$ cat src/rtl/mbox_hs_engine.sv
module mbox_hs_engine #(
  parameter int NCH = 7
) (
  input  logic                       clk,
  input  logic                       rst_n,
  input  logic                       h_we,
  input  logic                       h_dir,
  input  logic [$clog2(NCH+1)-1:0]   h_ch,
  input  logic [7:0]                 h_val,
  input  logic                       c_we,
  input  logic                       c_dir,
  input  logic [$clog2(NCH+1)-1:0]   c_ch,
  input  logic [7:0]                 c_val,
  input  logic                       rd_dir,
  input  logic [$clog2(NCH+1)-1:0]   rd_ch,
  output logic [1:0]                 rd_state,
  output logic [NCH-1:0]             send_done_map,
  output logic [NCH-1:0]             recv_new_map,
  output logic                       int_send,
  output logic                       int_recv,
  output logic                       doorbell,
  output logic                       proto_err
);

  localparam int CW = $clog2(NCH+1);
  localparam logic [CW-1:0] LAST = CW'(NCH-1);
  localparam logic [1:0] IDLE = 2'd0, NEW = 2'd1, RCVD = 2'd2, DONE = 2'd3;

  logic [1:0] s_st [NCH];
  logic [1:0] r_st [NCH];

  function automatic logic legal(input logic poster, input logic [1:0] cur, input logic [1:0] nxt);
    if (poster) return (cur == IDLE && nxt == NEW) || (cur == DONE && nxt == IDLE);
    else        return (cur == NEW && nxt == RCVD) || (cur == RCVD && nxt == DONE);
  endfunction

  logic       h_ok, c_ok, h_go, c_go, h_bad, c_bad;
  logic [1:0] h_cur, c_cur;

  assign h_ok  = h_we && (h_ch <= LAST) && (h_val < 8'd4);
  assign c_ok  = c_we && (c_ch <= LAST) && (c_val < 8'd4);
  assign h_cur = (h_ch <= LAST) ? (h_dir ? r_st[h_ch] : s_st[h_ch]) : IDLE;
  assign c_cur = (c_ch <= LAST) ? (c_dir ? r_st[c_ch] : s_st[c_ch]) : IDLE;
  assign h_go  = h_ok &&  legal(!h_dir, h_cur, h_val[1:0]);
  assign c_go  = c_ok &&  legal(c_dir, c_cur, c_val[1:0]);
  assign h_bad = h_ok && !legal(!h_dir, h_cur, h_val[1:0]);
  assign c_bad = c_ok && !legal(c_dir, c_cur, c_val[1:0]);

  for (genvar i = 0; i < NCH; i++) begin : g_ch
    always_ff @(posedge clk) begin
      if (!rst_n) begin
        s_st[i] <= IDLE;
        r_st[i] <= IDLE;
      end else begin
        if (h_go && !h_dir && h_ch == CW'(i)) s_st[i] <= h_val[1:0];
        if (c_go && !c_dir && c_ch == CW'(i)) s_st[i] <= c_val[1:0];
        if (h_go &&  h_dir && h_ch == CW'(i)) r_st[i] <= h_val[1:0];
        if (c_go &&  c_dir && c_ch == CW'(i)) r_st[i] <= c_val[1:0];
      end
    end
    assign send_done_map[i] = (s_st[i] == DONE);
    assign recv_new_map[i]  = (r_st[i] == NEW);
  end

  always_ff @(posedge clk) begin
    if (!rst_n) begin
      doorbell  <= 1'b0;
      proto_err <= 1'b0;
    end else begin
      doorbell  <= h_go && (h_val[1:0] == NEW || h_val[1:0] == DONE);
      proto_err <= proto_err | h_bad | c_bad;
    end
  end

  assign int_send = |send_done_map;
  assign int_recv = |recv_new_map;
  assign rd_state = (rd_ch <= LAST) ? (rd_dir ? r_st[rd_ch] : s_st[rd_ch]) : IDLE;

  p_doorbell_src_r8: assert property (@(posedge clk) disable iff (!rst_n)
    doorbell |-> $past(h_we) && ($past(h_val) == 8'd1 || $past(h_val) == 8'd3));

  p_send_done_src_r4: assert property (@(posedge clk) disable iff (!rst_n)
    $rose(int_send) |-> $past(c_we && !c_dir && c_val == 8'd3));

  p_recv_new_src_r5: assert property (@(posedge clk) disable iff (!rst_n)
    $rose(int_recv) |-> $past(c_we && c_dir && c_val == 8'd1));

  p_err_sticky_r7: assert property (@(posedge clk) disable iff (!rst_n)
    proto_err |=> proto_err);

  p_quiet_hold_r2: assert property (@(posedge clk) disable iff (!rst_n)
    (!h_we && !c_we) |=> $stable(send_done_map) && $stable(recv_new_map));

  p_bell_single_r8: assert property (@(posedge clk) disable iff (!rst_n)
    doorbell |=> !doorbell || $past(h_we));

endmodule

$ cat config.mk
export PLATFORM = sky130hd
export DESIGN_NAME = mbox_hs_engine
export DESIGN_NICKNAME = d
export VERILOG_FILES = /design/src/rtl/mbox_hs_engine.sv
export SDC_FILE = /design/constraint.sdc
export NUM_CORES = 1
export LEC_CHECK = 0
export BUFFER_PORTS_ARGS = -buffer_cell sky130_fd_sc_hd__buf_4
export CORE_MARGIN = 2
export CORE_UTILIZATION = 45
export CTS_CLUSTER_DIAMETER = 80
export CTS_CLUSTER_SIZE = 25
export DETAILED_ROUTE_END_ITERATION = 6
export GPL_ROUTABILITY_DRIVEN = 1
export PLACE_DENSITY = 0.77
export SETUP_SLACK_MARGIN = 0.02
export SYNTH_ARGS = -nofsm -noshare
export SYNTH_HDL_FRONTEND = slang
export SYNTH_SLANG_ARGS = --single-unit
$ cat constraint.sdc
create_clock -name clk -period 2.6 [get_ports clk]
set_clock_uncertainty 0.1 [all_clocks]
set_input_delay 0.13 -clock clk [delete_from_list [all_inputs] [get_ports clk]]
set_output_delay 0.13 -clock clk [all_outputs]
set_load 0.02 [all_outputs]
==> run summary, run 1 <==
Residual DRC: 0
HPWL after detailed placement: 6650 µm
Fmax: 387 MHz
fin nets: 412
register bit total from synthesis: 30
Primary FF master, synth: edfxtp_1
clock share of power: 0.278
GP Congestion: 0.932
1st-pass router iterations: 6
Synth Net Count: 340
Hold Fails Final Rpt: 0
Crit Path Class: register to register
Chip Width: 82.3 µm
max-cap violations: 0
register area share after synthesis: 0.319
TritonCTS clock tree: built
die height: 82.3 µm
initial DRC count: 316
# IOs: 52
Slew HR: 0.583
initial antenna violation count: 0
Internal Pwr Total: 0.915 mW
Slew Viols, Final: 0
grt ovf: 0
detailed-route wire length: 8970 µm
warnings from Yosys: 0
worst-margin pin slew: 0.624 ns
Mapped Avg Cell Area: 8.97 µm²
CTS clk-pin slew, worst paths: 0.06 ns
CTS Hold Buffers Added: 0
Switching Power: 0.394 mW
EDFF count, synth: 28
clk_lat worst skew: 0.29 ns
area delta synth->final: 33.0%
cell accounting for the most synthesized area: edfxtp_1
gr usage total: 0.266
sequential power share: 0.426
CTS sink count: 30
setup violators final: 0
Fin Hold WS: 0.00252 ns
Syn Inst Count: 308
largest net degree at the start of global routing: 19
crit share post-route: 0.993
commonest cells after routing, fill and taps aside: 89 x buf_4, 28 x edfxtp_1, 24 x mux2i_1, 24 x nor2_1, 21 x nand3_1
Max Root-Sink Buffers: 2
initial cell density of the core: 0.466
total core area: 5920 µm²
Min-Delay Path Depth: 3
Static Leak: 1.42 nW
crit path DAT: 2.46 ns
ranking of synthesized cells by area: edfxtp_1 30%, mux2i_1 8.7%, mux4_2 4.1%
critical path capture point type: register
synth unique cells: 53
Via Count: 2,914
CP Launch Type: register
clock root buffer: clkbuf_8
PwrDens: 357 nW/µm²
Critical Path RT: 2.47 ns
post-detailed-route wirelength per cell: 19.7 µm
Synth async-reset ratio: 0
status: completed
Worst Path Max Fanout: 9
Worst R2R Path Depth: 8
Via density: 6.39
vias in the first global route: 2,696
FILL cells: 500
cell row count: 28
layout cells sized above 1: 0.370
Reg-to-Reg Start: r_st[1][1]$_DFFE_PP_
switch share: 0.301
post-synth design cell area: 2760 µm²
die area: 6780 µm²
H-tree depth: 2
first-pass GRT wire length: 13,200 µm
RSZ-0062 raised after global routing: true
class of the worst hold path: input port to register
Port-buffer cells: 51
Synth top area share: 0.304
final antenna-violating net count: 0
CTS buffer count: 5
most common cell after layout, fill and taps aside: buf_4
Comb power frac: 0.297
Tmin final: 2.58 ns
Critical path origin: r_st[1][1]$_DFFE_PP_
hold path startpoint: h_val[1]
IR drop worst, VDD: 0.192 mV
Final Core Density: 0.620
antenna cells: 0
-- power by group through the flow --
stage	clock [mW]	combinational, mW	sequential, mW
after floorplan	0	0.209	0.561
after global placement	0	0.328	0.565
after detailed placement	0	0.335	0.567
after CTS	0.357	0.353	0.557
after global routing	0.380	0.411	0.559
final	0.363	0.388	0.557
-- logic make-up (layout without fill, tap and decap cells) --
kind of cell,Yosys count,after routing,synth area share
simple gates,138,138,0.281
compound gates,68,68,0.164
buf+inv,32,105,0.0575
flops,30,30,0.319
mux,40,40,0.179
-- metrics by stage --
| stage | TNS (ns) | area (µm²) | worst slack, ns | total power, mW | instances |
|---|---|---|---|---|---|
| after CTS | 0 | 3520 | 0.00757 | 1.27 | 450 |
| after global routing | -0.314 | 3670 | -0.0529 | 1.35 | 456 |
| final | 0 | 3670 | 0.0171 | 1.31 | 456 |
| after floorplan | 0 | 2760 | 0.194 | 0.770 | 308 |
| after global placement | 0 | 3370 | 0.00708 | 0.893 | 441 |
| after detailed placement | -0.318 | 3370 | -0.0802 | 0.902 | 441 |
-- metal layers --
metal,global-route usage,part of all wire,vias to the layer above,wire length (µm)
li1,-,-,1323,-
met1,0.337,0.39,1361,3510
met2,0.433,0.47,198,4210
met3,0.0424,0.10,32,906
met4,0.147,0.039,0,349
met5,0,0,-,0
-- cells in the mapped netlist (8+ instances only) --
master / instances
nor2_1: 24
edfxtp_1: 28
nand3_1: 21
nand4_1: 16
nor2b_1: 14
nand2b_1: 8
nand2_1: 16
a21oi_1: 15
o21ai_1: 10
clkbuf_1: 14
and2_1: 10
mux2i_1: 24
o22ai_1: 8
-- layout make-up --
class,count,area [µm²],area share
multi-input combinational,246,1850,0.503
sequential,30,881,0.240
timing repair buffer,93,757,0.206
tap,75,93.8,0.0256
clock buffer,8,80.1,0.0218
inverter,4,15.0,0.00409
-- sequential cells by signal, summed over array words and instances, names as in the netlist --
register and count:
doorbell 1, proto_err 1, s_st 14, r_st 14
-- timing repair --
item / 4_1_cts / 5_1_grt
pin swaps: 1 / 5
gates resized for setup: 6 / 18
buffers inserted: 0 / 4
setup endpoints to repair: 6 / 36
cloned: 1 / 2
-- final timing paths --
check | slack, ns | end
setup / recovery | 0.02 | s_st[0][1]$_DFFE_PP_
hold reg to reg | 0.40 | proto_err$_SDFF_PN0_
hold / removal | 0.003 | proto_err$_SDFF_PN0_
setup reg to reg | 0.02 | s_st[0][1]$_DFFE_PP_
-- worst max-delay path, stage by stage, from the launching register on --
cell and delay, ns:
edfxtp_1 0.40, mux2_1 0.31, a22o_1 0.21, a31oi_2 0.20, a21oi_2 0.08, nor4bb_2 0.40, nor3_4 0.12, buf_12 0.18
o31ai_4 0.26
(Power assumes the default switching activity.)
==> run 2: changes to the inputs <==
- CTS_BUF_LIST: unset -> sky130_fd_sc_hd__clkbuf_8
==> run 2 against run 1 <==
  * The flow now finishes with violations (negative setup slack)
  * Sequential share of layout area increased by 0.26 points
  * Cell count decreased by 0.44%
  * Via count is 1.8% higher
  * Fmax shrank 2.4%
  * Clock-buffer cell count down 3
  * Final area fell by 1.1%
  * Utilization fell by 0.66 points
  * Worst setup slack got worse by 0.063 ns
  * Critical path depth is 1 higher
  * Largest power group unchanged
==> run summary, run 2 (synthesized netlist as in run 1, its figures left out) <==
Reg-to-Reg Start: s_st[4][1]$_SDFFCE_PN0P_
HPWL after detailed placement: 6650 µm
PwrDens: 354 nW/µm²
crit share post-route: 1.02
Placed Cells: 441
gr usage total: 0.261
most common cell after layout, fill and taps aside: buf_4
Static Leak: 1.41 nW
worst path bufs/invs: 2
setup violators final: 1
Critical Path RT: 2.59 ns
Setup WS post-layout: -0.0464 ns
worst-margin pin slew: 0.580 ns
Worst R2R Path Depth: 9
class of the worst hold path: input port to register
Tmin final: 2.65 ns
H-tree depth: 2
first-pass GRT wire length: 13,000 µm
fin nets: 410
final antenna-violating net count: 0
die area: 6780 µm²
grt ovf: 0
reg2reg end: s_st[4][0]$_SDFFCE_PN0P_
Setup TNS: -0.0464 ns
crit path DAT: 2.64 ns
worst reg-to-reg setup slack: -0.05 ns
CTS buffer count: 5
FILL cells: 505
Via Count: 2,965
Fmax: 378 MHz
Hold Fails Final Rpt: 0
cell row count: 28
initial cell density of the core: 0.466
CP Launch Type: register
largest net degree at the start of global routing: 36
Slew HR: 0.613
failing checks: negative setup slack
layout cells sized above 1: 0.361
IR drop worst, VDD: 0.172 mV
Critical path origin: s_st[4][1]$_SDFFCE_PN0P_
1st-pass router iterations: 5
clock root buffer: clkbuf_8
Slowest Stage Delay on Critical Path: 0.48 ns
sequential power share: 0.434
critical path's slowest cell: or4b_1
post-route insts no fill: 454
total core area: 5920 µm²
Via density: 6.53
Crit Path Class: register to register
Chip Width: 82.3 µm
Stages on worst setup path: 9
max-cap violations: 0
commonest cells after routing, fill and taps aside: 88 x buf_4, 28 x edfxtp_1, 24 x mux2i_1, 24 x nor2_1, 21 x nand3_1
vias in the first global route: 2,711
Switching Power: 0.392 mW
worst path cell trace: mux2_4 > mux2i_1 > a21oi_1 > or4b_1 > mux2i_2 > nor3_4 > buf_4 > clkbuf_16 > o21ai_0
clock share of power: 0.271
RSZ-0062 raised after global routing: true
Worst Path Max Fanout: 17
Slew Viols, Final: 0
CTS sink count: 30
initial DRC count: 371
Internal Pwr Total: 0.895 mW
status: finished with violations
TritonCTS clock tree: built
GP Congestion: 0.932
initial antenna violation count: 0
Port-buffer cells: 51
largest registers: r_st: 14 flops, s_st: 14 flops
CTS clk-pin slew, worst paths: 0.06 ns
clk_lat worst skew: 0.29 ns
detailed-route wire length: 9030 µm
die height: 82.3 µm
Comb power frac: 0.295
Residual DRC: 0
Final Core Density: 0.614
crit-path leading delay family: multiplexers
switch share: 0.305
CP Capture Point: s_st[4][0]$_SDFFCE_PN0P_
post-detailed-route wirelength per cell: 19.9 µm
critical path capture point type: register
Max Root-Sink Buffers: 2
antenna cells: 0
# IOs: 52
area delta synth->final: 31.6%
## run 2: through the flow
stage,power [mW],area [µm²],setup slack (ns),hold slack [ns]
floorplan,0.770,2760,0.194,0.165
global placement,0.893,3370,0.00708,0.293
detailed placement,0.902,3370,-0.0802,0.291
CTS,1.25,3500,0.0184,0.00206
global route,1.33,3630,-0.0871,0.0275
finish,1.29,3630,-0.0464,0.00330
## run 2: final cells by class
cell class / count / area (µm²) / area share
clock buffer: 5 / 68.8 / 0.0189
clock inverter: 3 / 11.3 / 0.00310
inverter: 4 / 15.0 / 0.00413
multi-input combinational: 246 / 1830 / 0.504
sequential: 30 / 881 / 0.242
tap: 75 / 93.8 / 0.0258
timing repair buffer: 91 / 731 / 0.201
## run 2: power groups by stage
stage	clock, mW	sequential [mW]	combinational [mW]
2_1_floorplan	0	0.561	0.209
3_3_place_gp	0	0.565	0.328
3_5_place_dp	0	0.567	0.335
4_1_cts	0.346	0.557	0.344
5_1_grt	0.368	0.559	0.401
6_report	0.349	0.558	0.380
## run 2: timing repair
action                                  CTS  global route
buffers inserted                          0             3
pin swaps                                 3             3
resized for setup                        10            12
hold buffers                              0             0
endpoints found under the setup margin    6            34
cloned                                    0             2
## run 2: worst min-delay path by stage
stage | startpoint | endpoint | slack, ns | cells past startpoint
after detailed placement | h_val[1] | proto_err$_SDFF_PN0_ | 0.29 | 3
after global placement | h_val[1] | proto_err$_SDFF_PN0_ | 0.29 | 3
after floorplan | h_val[1] | proto_err$_SDFF_PN0_ | 0.16 | 2
final | h_val[1] | proto_err$_SDFF_PN0_ | 0.003 | 3
after CTS | h_val[1] | proto_err$_SDFF_PN0_ | 0.002 | 3
after global routing | h_val[1] | proto_err$_SDFF_PN0_ | 0.03 | 3
## run 2: tightest hold or removal path, stage by stage
cell	delay, ns
buf_4	0.10
o31ai_1	0.07
nand3_1	0.06
## run 2: layer usage
metal  global-route usage  share of wire
met1                0.332           0.39
met2                0.422           0.47
met5                    0              0
met3               0.0402           0.10
met4                0.150          0.041
